$ cat config.mk
export PLATFORM = sky130hd
export DESIGN_NAME = call_stack
export DESIGN_NICKNAME = d
export VERILOG_FILES = /design/src/rtl/call_stack_pkg.sv /design/src/rtl/call_stack_ctrl.sv /design/src/rtl/call_stack_dp.sv /design/src/rtl/call_stack.sv
export SDC_FILE = /design/constraint.sdc
export NUM_CORES = 1
export LEC_CHECK = 0
export BUFFER_PORTS_ARGS = -buffer_cell sky130_fd_sc_hd__buf_2
export CAP_MARGIN = 40
export CORE_MARGIN = 10
export CORE_UTILIZATION = 45
export CTS_CLUSTER_DIAMETER = 100
export CTS_CLUSTER_SIZE = 24
export DETAILED_ROUTE_END_ITERATION = 12
export GPL_TIMING_DRIVEN = 0
export HOLD_SLACK_MARGIN = 0.12
export PLACE_DENSITY = 0.74
export SLEW_MARGIN = 30
export SYNTH_ARGS = -nofsm -noshare
export SYNTH_HDL_FRONTEND = slang
export SYNTH_SLANG_ARGS = --single-unit
$ cat constraint.sdc
create_clock -name clk -period 2.42 [get_ports clk]
set_input_delay 0.121 -clock clk [delete_from_list [all_inputs] [get_ports clk]]
set_output_delay 0.121 -clock clk [all_outputs]
set_load 0.03 [all_outputs]
$ cat src/rtl/call_stack_pkg.sv
package call_stack_pkg;

  typedef struct packed {
    logic capPush;   // latch return address and status nibble
    logic spInc;     // advance pointer
    logic spDec;     // step pointer back
    logic hiByte;    // address the high byte of the slot
    logic ramWe;     // write strobe to RAM
    logic capLo;     // latch low byte from RAM
    logic capHi;     // latch high byte, publish address
    logic restore;   // reload status nibble from RAM
    logic pswLoad;   // load whole status word
  } stackStrobes_t;

  typedef enum logic [2:0] {
    ST_IDLE,
    ST_WR_LO,
    ST_WR_HI,
    ST_RD_LO,
    ST_RD_HI,
    ST_RD_FIN
  } stackState_t;

endpackage

$ cat src/rtl/call_stack_ctrl.sv
module call_stack_ctrl
  import call_stack_pkg::*;
(
  input  logic          clk,
  input  logic          rstN,
  input  logic          pushReq,
  input  logic          popReq,
  input  logic          popRestore,
  input  logic          pswWe,
  output stackStrobes_t strb,
  output logic          busy,
  output logic          pcValid
);

  stackState_t state, stateNext;
  logic restoreQ;

  always_comb begin
    strb      = '0;
    stateNext = state;
    unique case (state)
      ST_IDLE: begin
        if (pushReq) begin
          strb.capPush = 1'b1;
          stateNext    = ST_WR_LO;
        end else if (popReq) begin
          strb.spDec = 1'b1;
          stateNext  = ST_RD_LO;
        end else if (pswWe) begin
          strb.pswLoad = 1'b1;
        end
      end
      ST_WR_LO: begin
        strb.ramWe = 1'b1;
        stateNext  = ST_WR_HI;
      end
      ST_WR_HI: begin
        strb.ramWe  = 1'b1;
        strb.hiByte = 1'b1;
        strb.spInc  = 1'b1;
        stateNext   = ST_IDLE;
      end
      ST_RD_LO: begin
        stateNext = ST_RD_HI;
      end
      ST_RD_HI: begin
        strb.hiByte = 1'b1;
        strb.capLo  = 1'b1;
        stateNext   = ST_RD_FIN;
      end
      ST_RD_FIN: begin
        strb.capHi   = 1'b1;
        strb.restore = restoreQ;
        stateNext    = ST_IDLE;
      end
      default: stateNext = ST_IDLE;
    endcase
  end

  always_ff @(posedge clk or negedge rstN) begin
    if (!rstN) begin
      state    <= ST_IDLE;
      restoreQ <= 1'b0;
      pcValid  <= 1'b0;
    end else begin
      state   <= stateNext;
      pcValid <= (state == ST_RD_FIN);
      if (state == ST_IDLE && !pushReq && popReq)
        restoreQ <= popRestore;
    end
  end

  assign busy = (state != ST_IDLE);

endmodule

$ cat src/rtl/call_stack_dp.sv
module call_stack_dp
  import call_stack_pkg::*;
#(
  parameter int PC_W       = 12,
  parameter int RAM_AW     = 6,
  parameter int STACK_BASE = 8,
  parameter int SP_W       = 3
) (
  input  logic              clk,
  input  logic              rstN,
  input  stackStrobes_t     strb,
  input  logic [PC_W-1:0]   pcIn,
  input  logic [7:0]        pswWd,
  input  logic [7:0]        ramRdata,
  output logic [7:0]        psw,
  output logic [PC_W-1:0]   pcOut,
  output logic [RAM_AW-1:0] ramAddr,
  output logic [7:0]        ramWdata
);

  localparam int PC_HI_W = PC_W - 8;
  localparam int NIB_W   = 8 - PC_HI_W;

  logic [PC_W-1:0]  pcHold;
  logic [NIB_W-1:0] nibHold;
  logic [7:0]       loByte;
  logic [SP_W-1:0]  sp;

  assign sp       = psw[SP_W-1:0];
  assign ramAddr  = RAM_AW'(STACK_BASE) + RAM_AW'({sp, strb.hiByte});
  assign ramWdata = strb.hiByte ? {nibHold, pcHold[PC_W-1:8]} : pcHold[7:0];

  always_ff @(posedge clk or negedge rstN) begin
    if (!rstN) begin
      psw     <= '0;
      pcHold  <= '0;
      nibHold <= '0;
      loByte  <= '0;
      pcOut   <= '0;
    end else begin
      if (strb.capPush) begin
        pcHold  <= pcIn;
        nibHold <= psw[7:8-NIB_W];
      end
      if (strb.pswLoad)
        psw <= pswWd;
      else if (strb.spInc)
        psw[SP_W-1:0] <= sp + SP_W'(1);
      else if (strb.spDec)
        psw[SP_W-1:0] <= sp - SP_W'(1);
      if (strb.capLo)
        loByte <= ramRdata;
      if (strb.capHi) begin
        pcOut <= {ramRdata[PC_HI_W-1:0], loByte};
        if (strb.restore)
          psw[7:8-NIB_W] <= ramRdata[7:PC_HI_W];
      end
    end
  end

endmodule

$ cat src/rtl/call_stack.sv
module call_stack
  import call_stack_pkg::*;
#(
  parameter int PC_W       = 12,
  parameter int RAM_AW     = 6,
  parameter int STACK_BASE = 8,
  parameter int SP_W       = 3
) (
  input  logic              clk,
  input  logic              rstN,
  input  logic              pushReq,
  input  logic              popReq,
  input  logic              popRestore,
  input  logic [PC_W-1:0]   pcIn,
  input  logic              pswWe,
  input  logic [7:0]        pswWd,
  output logic [7:0]        psw,
  output logic              busy,
  output logic [PC_W-1:0]   pcOut,
  output logic              pcValid,
  output logic [RAM_AW-1:0] ramAddr,
  output logic              ramWe,
  output logic [7:0]        ramWdata,
  input  logic [7:0]        ramRdata
);

  stackStrobes_t strb;

  call_stack_ctrl u_ctrl (
    .clk        (clk),
    .rstN       (rstN),
    .pushReq    (pushReq),
    .popReq     (popReq),
    .popRestore (popRestore),
    .pswWe      (pswWe),
    .strb       (strb),
    .busy       (busy),
    .pcValid    (pcValid)
  );

  call_stack_dp #(
    .PC_W       (PC_W),
    .RAM_AW     (RAM_AW),
    .STACK_BASE (STACK_BASE),
    .SP_W       (SP_W)
  ) u_dp (
    .clk      (clk),
    .rstN     (rstN),
    .strb     (strb),
    .pcIn     (pcIn),
    .pswWd    (pswWd),
    .ramRdata (ramRdata),
    .psw      (psw),
    .pcOut    (pcOut),
    .ramAddr  (ramAddr),
    .ramWdata (ramWdata)
  );

  assign ramWe = strb.ramWe;

endmodule

==> flow_summary.yaml, run 1 <==
run_status:
  status: "finished clean"
global_route:
  globalRouteOverflowTotal: 0
  grt_usage: 0.131
  grt_pass1_vias: 1743
  grt_first_pass_wirelength_um: 8710
  antenna_found_initial: 0
  grt_max_degree: 50
synth:
  syn_area_um2: 2200
  synth-seq-area-share: 0.557
  synth_cell_type_count: 28
  synthCells: 182
  post_synth.cell_area_avg_um2: 12.1
  synth_nets: 217
  yosysWarnings: 0
  ys_seq_elements: 49
final_layout:
  syn2layout_area_growth_pct: 36.3
  multiInputGateArea_um2: 871
  drive_above_1_share: 0.441
  seqCellArea_um2: 1230
  nets: 321
  antenna_cells: 0
  instances_no_fill: 353
  fin_area_um2: 3000
  layout_commonest_cell: "buf_2"
  layout_common_cells: "buf_2 (71), dfrtp_1 (49), nand2_1 (39)"
  fillers: 399
place:
  dp_cells: 318
  gp_congestion: 0.791
  port_buffers: 69
  post-dp-hpwl_um: 3620
  place_area_um2: 2630
  pre_cts_ws_ns: 0.553
critical_path:
  crit_start: "u_ctrl.state[2]"
  crit_fanout: 10
  critPathArrivalTime_ns: 1.85
  reg2reg_depth: 7
  crit_type: "reg2out"
  start_kind: "flip-flop"
  path_cells: "buf_6, xnor2_1, nor2_4, mux2_2, buf_2"
  rr_startpoint: "u_ctrl.state[0]"
  rrSetupSlack_ns: 0.53
  crit_path_end_kind: "output port"
  max_stage_delay_ns: 0.42
  critPathRequiredTime_ns: 2.30
  crit_slowest_cell: "dfrtp_1"
  r2r-end: "u_dp.psw[2]"
drt:
  wire_per_inst_um: 14.7
  avgViaCountPerCell: 4.74
  via_count: 1672
  drc: 0
  drtAntennaViolNets: 0
  dr.pass1.iters: 4
  drtIter0Drc: 75
  wirelength_um: 5200
clock_network:
  cts.root.buffer_cell: "clkbuf_8"
  cts_setup_buffers: 0
  clk_latency_ns: 0.29
  numClockSinks: 49
  htree_levels: 2
  cts_tree: "yes"
  clkTransAtPathRegs_ns: 0.08
  clockBufferDepth: 2
  cts_made_buffers: 5
sta:
  final.setup_skew_ns: 0.00295
  hold_viol: 0
  fin_crit_sh: 0.814
  maxSlewViolCount: 0
  worstMarginPinSlew_ns: 0.602
  period_minus_slack_ns: 1.97
  setup_ws_ns: 0.450
  fmax_mhz: 508
  setup_tns_ns: 0
  setup_viol: 0
  rsz0062_at_grt: "no"
  slew_headroom: 0.599
floorplanning:
  die_y_um: 90.0
  die_area_um2: 8090
  start_util: 0.466
  io_pins: 71
  core-area_um2: 4720
  rows: 25
  die_x_um: 90.0
worst_hold_path:
  hold_depth: 3
  hold_class: "in2reg"
  whs_endpoint: "u_dp.psw[6]"
  holdCritStartpoint: "pswWd[6]"
pwr:
  p_leak_nw: 1.50
  power_density_nw_per_um2: 1450
  ir_worst_vdd_mv: 0.899
run:
  drv_cap: 0
==> repair_timing <==
action                                  CTS  global route
gates resized for setup                   0             0
endpoints found under the hold margin    82             0
hold buffers                             28             0
endpoints found under the setup margin    0             0
==> layer usage <==
layer,vias to the layer above,part of all wire,GRT usage
met5,-,0,0
met4,0,0.021,0.0531
met3,8,0.064,0.0449
met2,56,0.51,0.225
met1,795,0.41,0.144
li1,813,-,-
==> sequential cells by signal, summed over array words and instances (netlist names) <==
signal and count:
u_dp.pcHold 12, u_dp.loByte 8, u_ctrl.pcValid 1, u_ctrl.restoreQ 1
u_dp.nibHold 4, u_ctrl.state 3, u_dp.psw 8, u_dp.pcOut 12
==> synth_stat cells, drive strengths merged <==
cell,number,share of area
a21oi,7,0.016
a221oi,1,0.0040
buf,12,0.043
conb,1,0.0017
dfrtp,49,0.56
fa,1,0.0091
inv,3,0.0051
mux2,34,0.18
mux2i,6,0.027
nand2,40,0.069
nand3,1,0.0023
nand3b,2,0.0068
nor2,11,0.022
nor2b,1,0.0028
nor3,3,0.0068
nor3b,1,0.0085
nor4,1,0.0097
nor4b,1,0.011
o21ai,2,0.0045
o21bai,1,0.0034
or3,1,0.0028
xnor2,2,0.0080
xor2,1,0.0040
==> through the flow <==
| step | power, W | util | hold WS [ns] |
|---|---|---|---|
| floorplan | 0.00326 | - | -0.175 |
| global placement | 0.00383 | 0.557 | 0.328 |
| detailed placement | 0.00389 | 0.558 | 0.184 |
| CTS | 0.00442 | 0.635 | 0.130 |
| global route | 0.00466 | 0.635 | 0.163 |
| finish | 0.00436 | 0.635 | 0.126 |
==> cell families (layout without fill, tap and decap cells) <==
kind of cell,after synthesis,after routing,share of synthesized area
adders and majority gates,1,1,0.00909
other,1,1,0.00170
and+or+nand+nor,62,62,0.142
xor gates and xnor gates,3,3,0.0119
DFF,49,49,0.557
buffers and inverters,15,119,0.0477
muxes,40,40,0.203
AOI/OAI and AO/OA,11,11,0.0278
==> worst max path at each step <==
stage,cells after the start,slack (ns),to
2_1_floorplan,7,0.68,u_dp.psw[2]
3_3_place_gp,7,0.58,u_dp.psw[2]
3_5_place_dp,7,0.55,u_dp.psw[2]
4_1_cts,5,0.42,ramWdata[5]
5_1_grt,5,0.36,ramWdata[4]
6_report,5,0.45,ramWdata[7]
==> cell type report <==
cell class,count,area share
multi-input combinational,118,0.290
tap,67,0.0279
buffer,12,0.0313
clock buffer,7,0.0288
sequential,49,0.409
timing repair buffer,97,0.209
inverter,3,0.00375
==> where the power goes <==
group	leakage, nW	switching, W	internal [W]
sequential	0.591	0.000248	0.00122
clock	0.0443	0.000249	0.000227
combinational	0.860	0.00144	0.000978
total	1.50	0.00193	0.00243
==> worst max-delay path, delay by kind of cell, from the launching register on <==
family,cells,cell delay (ns)
XOR/XNOR,1,0.15
buffers and inverters,2,0.34
flip-flops,1,0.42
multiplexers,1,0.37
AND/OR/NAND/NOR,1,0.26
No activity file was read; power rests on OpenSTA's default activity.
==> run 2, diff against run 1 <==
ABC_AREA = 1   (was unset)
PLACE_DENSITY = 0.76   (was 0.74)
clock period = 1.8 ns   (was 2.42 ns; I/O delays follow)
==> flow_summary.yaml, run 2 <==
critical_path:
  rrSetupSlack_ns: 0.04
  reg2reg_depth: 7
  crit_type: "reg2reg"
  crit_path_end_kind: "flip-flop"
  crit_slowest_cell: "dlygate4sd3_1"
  start_kind: "flip-flop"
  rr_startpoint: "u_ctrl.state[1]"
  crit_fanout: 6
  path_buf_inv: 3
  crit_start: "u_ctrl.state[1]"
  critPathRequiredTime_ns: 2.04
  path_cells: "inv_1, nand2_2, nor2_4, buf_6, nand3_1, dlygate4sd3_1, nand2_1"
  max_stage_delay_ns: 0.56
  critPathArrivalTime_ns: 2.00
  cp_top_family: "buffers and inverters"
  r2r-end: "u_dp.pcHold[11]"
global_route:
  grt_max_degree: 50
  grt_first_pass_wirelength_um: 10100
  antenna_found_initial: 0
  grt_pass1_vias: 2099
  grt_usage: 0.144
  globalRouteOverflowTotal: 0
sta:
  rsz0062_at_grt: "yes"
  setup_viol: 0
  hold_viol: 0
  worstMarginPinSlew_ns: 0.605
  setup_ws_ns: 0.0395
  period_minus_slack_ns: 1.76
  fin_crit_sh: 0.978
  fmax_mhz: 568
  slew_headroom: 0.597
  hold_slack_ns: 0.124
  final.setup_skew_ns: 0.00535
  maxSlewViolCount: 0
floorplanning:
  die_x_um: 91.4
  start_util: 0.476
  die_area_um2: 8360
  die_y_um: 91.4
  io_pins: 71
  core-area_um2: 4820
  rows: 25
drt:
  drtAntennaViolNets: 0
  drt-met1-wl_um: 2670
  wire_per_inst_um: 13.9
  wl_met2_um: 3190
  drc: 0
  drtIter0Drc: 124
  routed.top_layer: "met4"
  dr.pass1.iters: 4
  wirelength_um: 6230
  via_count: 2135
  avgViaCountPerCell: 4.78
  met3_length_um: 311
final_layout:
  drive_above_1_share: 0.318
  layout_common_cells: "nand2_1 (100), buf_2 (71), dfrtp_1 (47)"
  fillers: 424
  layout_commonest_cell: "nand2_1"
  instances_no_fill: 447
  seqCellArea_um2: 1230
  nets: 415
  syn2layout_area_growth_pct: 38.6
  antenna_cells: 0
  reg.largest.list: "u_dp.pcHold (12), u_dp.pcOut (12)"
  post-route-util: 0.660
  multiInputGateArea_um2: 888
synth:
  synthTopCellsByArea: "dfrtp_1 (53%), nand2_1 (17%), nand3_1 (7.0%), inv_1 (3.4%), o21ai_0 (2.8%)"
  synth-seq-area-share: 0.534
  syn_area_um2: 2290
  synth_nets: 304
  ys_seq_elements: 49
  synth_top_area_share: 0.534
  yosysWarnings: 0
  synth_most_common_cell: "nand2_1"
  synth_edf_count: 0
  yosys.area.top_type: "dfrtp_1"
  synthCells: 269
  synth_flop_cell: "dfrtp_1"
  synthTopCellsByCount: "nand2_1 (101), dfrtp_1 (49), nand3_1 (32)"
  synth_cell_type_count: 27
  async_flop_share: 1.00
  post_synth.cell_area_avg_um2: 8.53
clock_network:
  clockBufferDepth: 2
  numClockSinks: 49
  clk_latency_ns: 0.30
  clkTransAtPathRegs_ns: 0.08
  htree_levels: 2
  cts.root.buffer_cell: "clkbuf_8"
  cts_tree: "yes"
  cts_made_buffers: 5
worst_hold_path:
  holdCritStartpoint: "pswWd[4]"
  hold_depth: 4
  hold_class: "in2reg"
  whs_endpoint: "u_dp.psw[4]"
run_status:
  status: "finished clean"
pwr:
  total_power_w: 0.00597
  power_density_nw_per_um2: 1880
  ir_worst_vdd_mv: 1.14
  p_leak_nw: 1.78
run:
  drv_cap: 0
place:
  gp_congestion: 0.814
  post-dp-hpwl_um: 4270
  pre_cts_ws_ns: -0.131
  port_buffers: 68
  dp_cells: 404
==> run 2: changes by cell type in the layout (fill, tap and decap cells not counted), moves of 4 or more <==
cell	before	now
mux2_2	33	0
o21ai_2	0	4
mux2i_1	6	0
inv_1	3	21
o21ai_1	0	6
nand3_1	1	31
a21oi_1	7	0
buf_4	7	18
nand2_1	39	100
o21ai_0	2	13
nor2_1	10	3
==> run 2: stage by stage <==
stage,area [um^2],setup TNS [ns]
final,3180,0
after global routing,3180,-0.141
after CTS,3080,-0.0141
after detailed placement,2730,-0.131
after global placement,2720,-0.126
after floorplan,2300,0
==> run 2: worst max path at each step <==
stage,end,slack (ns),cells after the start
finish,u_dp.pcHold[11],0.04,7
floorplan,u_dp.psw[2],0.005,8
CTS,u_dp.psw[2],-0.01,8
global placement,u_dp.psw[2],-0.13,8
global route,u_dp.pcHold[11],-0.06,7
detailed placement,u_dp.psw[2],-0.13,8
==> run 2: power breakdown <==
group | switching (W) | total [W] | internal (W)
Sequential | 0.000333 | 0.00197 | 0.00164
Clock | 0.000339 | 0.000644 | 0.000305
Combinational | 0.00219 | 0.00335 | 0.00117
==> run 2: kinds of logic after synthesis <==
family / after synthesis / synth area share
other: 1 / 0.00163
AND/OR/NAND/NOR: 153 / 0.302
flip-flops: 49 / 0.534
AO/OA/AOI/OAI: 24 / 0.0600
adder cells (fa/ha/maj): 1 / 0.00872
buffers and inverters: 40 / 0.0894
XOR/XNOR: 1 / 0.00382
==> run 2: tightest hold or removal path, cell delays in order <==
cell      delay, ns
buf_2          0.07
nand3b_1       0.09
nand3_1        0.08
o21ai_2        0.06
==> run 2: what timing repair did <==
action	in CTS	in global routing
resized for setup	5	6
hold buffers	25	0
endpoints found under the hold margin	79	0
pin swaps	0	3
setup buffers	0	11
cloned	0	0
endpoints found under the setup margin	5	11
==> run 2: cell type report <==
cell class                 count  share of cell area
sequential                    49               0.386
multi-input combinational    180               0.279
timing repair buffer         104               0.212
buffer                        16              0.0393
inverter                      24              0.0291
clock buffer                   7              0.0271
tap                           67              0.0264
==> run 2: metal layers <==
layer,vias up,GRT usage
li1,1060,-
met1,1018,0.178
met2,53,0.242
met3,4,0.0379
met4,0,0.0418
met5,-,0
==> run 3, diff against run 2 <==
CORE_UTILIZATION = 33   (was 45)
PLACE_DENSITY = 0.6   (was 0.76)
SKIP_CTS_REPAIR_TIMING = 1   (was unset)
==> flow_summary.yaml, run 3 (synthesis gave the netlist of run 2 again) <==
run:
  drv_cap: 0
critical_path:
  start_kind: "flip-flop"
  crit_type: "reg2reg"
  reg2reg_depth: 8
  critPathArrivalTime_ns: 1.91
  crit_start: "u_ctrl.state[0]"
  rr_startpoint: "u_ctrl.state[0]"
  crit_fanout: 10
  max_stage_delay_ns: 0.46
  path_cells: "inv_4, nand3_4, buf_6, fa_2, xor2_1, or2_1, nand2_1, nor2_1"
  critPathRequiredTime_ns: 2.00
  crit_slowest_cell: "dfrtp_2"
  crit_path_end_kind: "flip-flop"
global_route:
  globalRouteOverflowTotal: 0
  grt_max_degree: 50
  grt_pass1_vias: 2014
  grt-busiest-layer: "met2"
  antenna_found_initial: 0
  grt_first_pass_wirelength_um: 9490
  grt_usage: 0.114
  use_met1: 0.139
  grt_use_met2: 0.186
  use_met3: 0.0365
drt:
  drc: 0
  wire_per_inst_um: 13.4
  via_count: 2085
  avgViaCountPerCell: 4.42
  wirelength_um: 6340
  drtIter0Drc: 100
  dr.pass1.iters: 4
  drtAntennaViolNets: 0
sta:
  hold_viol: 0
  slew_headroom: 0.582
  fin_crit_sh: 0.953
  worstMarginPinSlew_ns: 0.627
  final.setup_skew_ns: 0.0116
  fmax_mhz: 583
  period_minus_slack_ns: 1.72
  setup_ws_ns: 0.0842
  setup_viol: 0
  maxSlewViolCount: 0
pwr:
  p_clk_frac: 0.149
  p_int_w: 0.00330
  p_seq_frac: 0.322
  total_power_w: 0.00616
  p_leak_nw: 1.78
  switching_power_w: 0.00285
  power_density_nw_per_um2: 1910
  ir_worst_vdd_mv: 0.772
  combPwrFrac: 0.529
  swShare: 0.463
run_status:
  status: "finished clean"
place:
  post-dp-hpwl_um: 4520
  pre_cts_ws_ns: -0.151
  gp_congestion: 0.831
  port_buffers: 68
final_layout:
  layout_common_cells: "nand2_1 (101), buf_2 (70), dfrtp_1 (47)"
  drive_above_1_share: 0.316
  multiInputGateArea_um2: 886
  seqCellArea_um2: 1230
  reg.largest.list: "u_dp.pcHold (12), u_dp.pcOut (12)"
  layout_commonest_cell: "nand2_1"
  syn2layout_area_growth_pct: 40.2
  nets: 410
  fillers: 686
  antenna_cells: 0
clock_network:
  cts_tree: "yes"
  htree_levels: 2
  clk_latency_ns: 0.30
  numClockSinks: 49
  cts.root.buffer_cell: "clkbuf_8"
  clockBufferDepth: 2
  cts_made_buffers: 5
  clkTransAtPathRegs_ns: 0.09
floorplanning:
  start_util: 0.338
  core-area_um2: 6790
  die_x_um: 103
  die_y_um: 103
  rows: 30
  io_pins: 71
  die_area_um2: 10700
worst_hold_path:
  hold_class: "in2reg"
  holdCritStartpoint: "pswWd[2]"
  hold_depth: 4
==> run 3: changes by cell type in the layout (fill, tap and decap cells not counted) <==
cell,before,now
bufinv_16,0,2
buf_8,1,0
clkbuf_4,1,2
buf_4,18,15
clkbuf_1,2,1
buf_6,3,4
nand2_2,2,1
dlygate4sd3_1,25,23
nand2_1,100,101
clkbuf_8,6,5
clkinv_2,0,1
buf_2,71,70
==> run 3: layout make-up <==
cell class | instances | share of cell area
Clock buffer | 5 | 0.0214
Inverter | 24 | 0.0288
Buffer | 16 | 0.0385
Tap cell | 96 | 0.0373
Clock inverter | 3 | 0.0202
Multi-Input combinational cell | 180 | 0.275
Timing Repair Buffer | 99 | 0.197
Sequential cell | 49 | 0.382
==> run 3: path summary, 6_finish.rpt <==
path / endpoint / slack [ns]
setup / recovery: u_dp.psw[2] / 0.08
hold / removal: u_dp.psw[2] / 0.12
setup reg to reg: u_dp.psw[2] / 0.08
hold reg to reg: u_dp.pcOut[6] / 0.47
max in group asynchronous: u_ctrl.state[0] / 0.99
min in group asynchronous: u_dp.loByte[2] / 0.34
==> run 3: per-layer routing <==
layer  share of wire  vias up
li1                -     1052
met1            0.43      982
met2            0.49       46
met3           0.061        5
met4           0.013        0
met5               0        -
==> run 3: critical path, delay by kind of cell, from the launching register on <==
kind	cells	cell delay (ns)
fa+ha+maj	1	0.34
xor+xnor	1	0.16
flops	1	0.46
buf+inv	2	0.26
simple gates	4	0.39
==> run 3: power groups by stage <==
stage	Sequential (W)	Combinational, W	Clock [W]
2_1_floorplan	0.00240	0.00176	0
3_3_place_gp	0.00196	0.00306	0
3_5_place_dp	0.00199	0.00309	0
4_1_cts	0.00197	0.00310	0.000931
5_1_grt	0.00205	0.00361	0.000983
6_report	0.00198	0.00326	0.000920
==> run 3: metrics by stage <==
| step | util | area, um^2 | std cells | hold slack [ns] | TNS, ns |
|---|---|---|---|---|---|
| detailed placement | 0.407 | 2760 | 433 | 0.153 | -0.152 |
| global route | 0.474 | 3220 | 472 | 0.147 | -0.0175 |
| finish | 0.474 | 3220 | 472 | 0.119 | 0 |
| floorplan | - | 2300 | 269 | -0.206 | 0 |
| CTS | 0.426 | 2900 | 441 | -0.174 | -0.250 |
| global placement | 0.406 | 2760 | 433 | 0.288 | -0.130 |
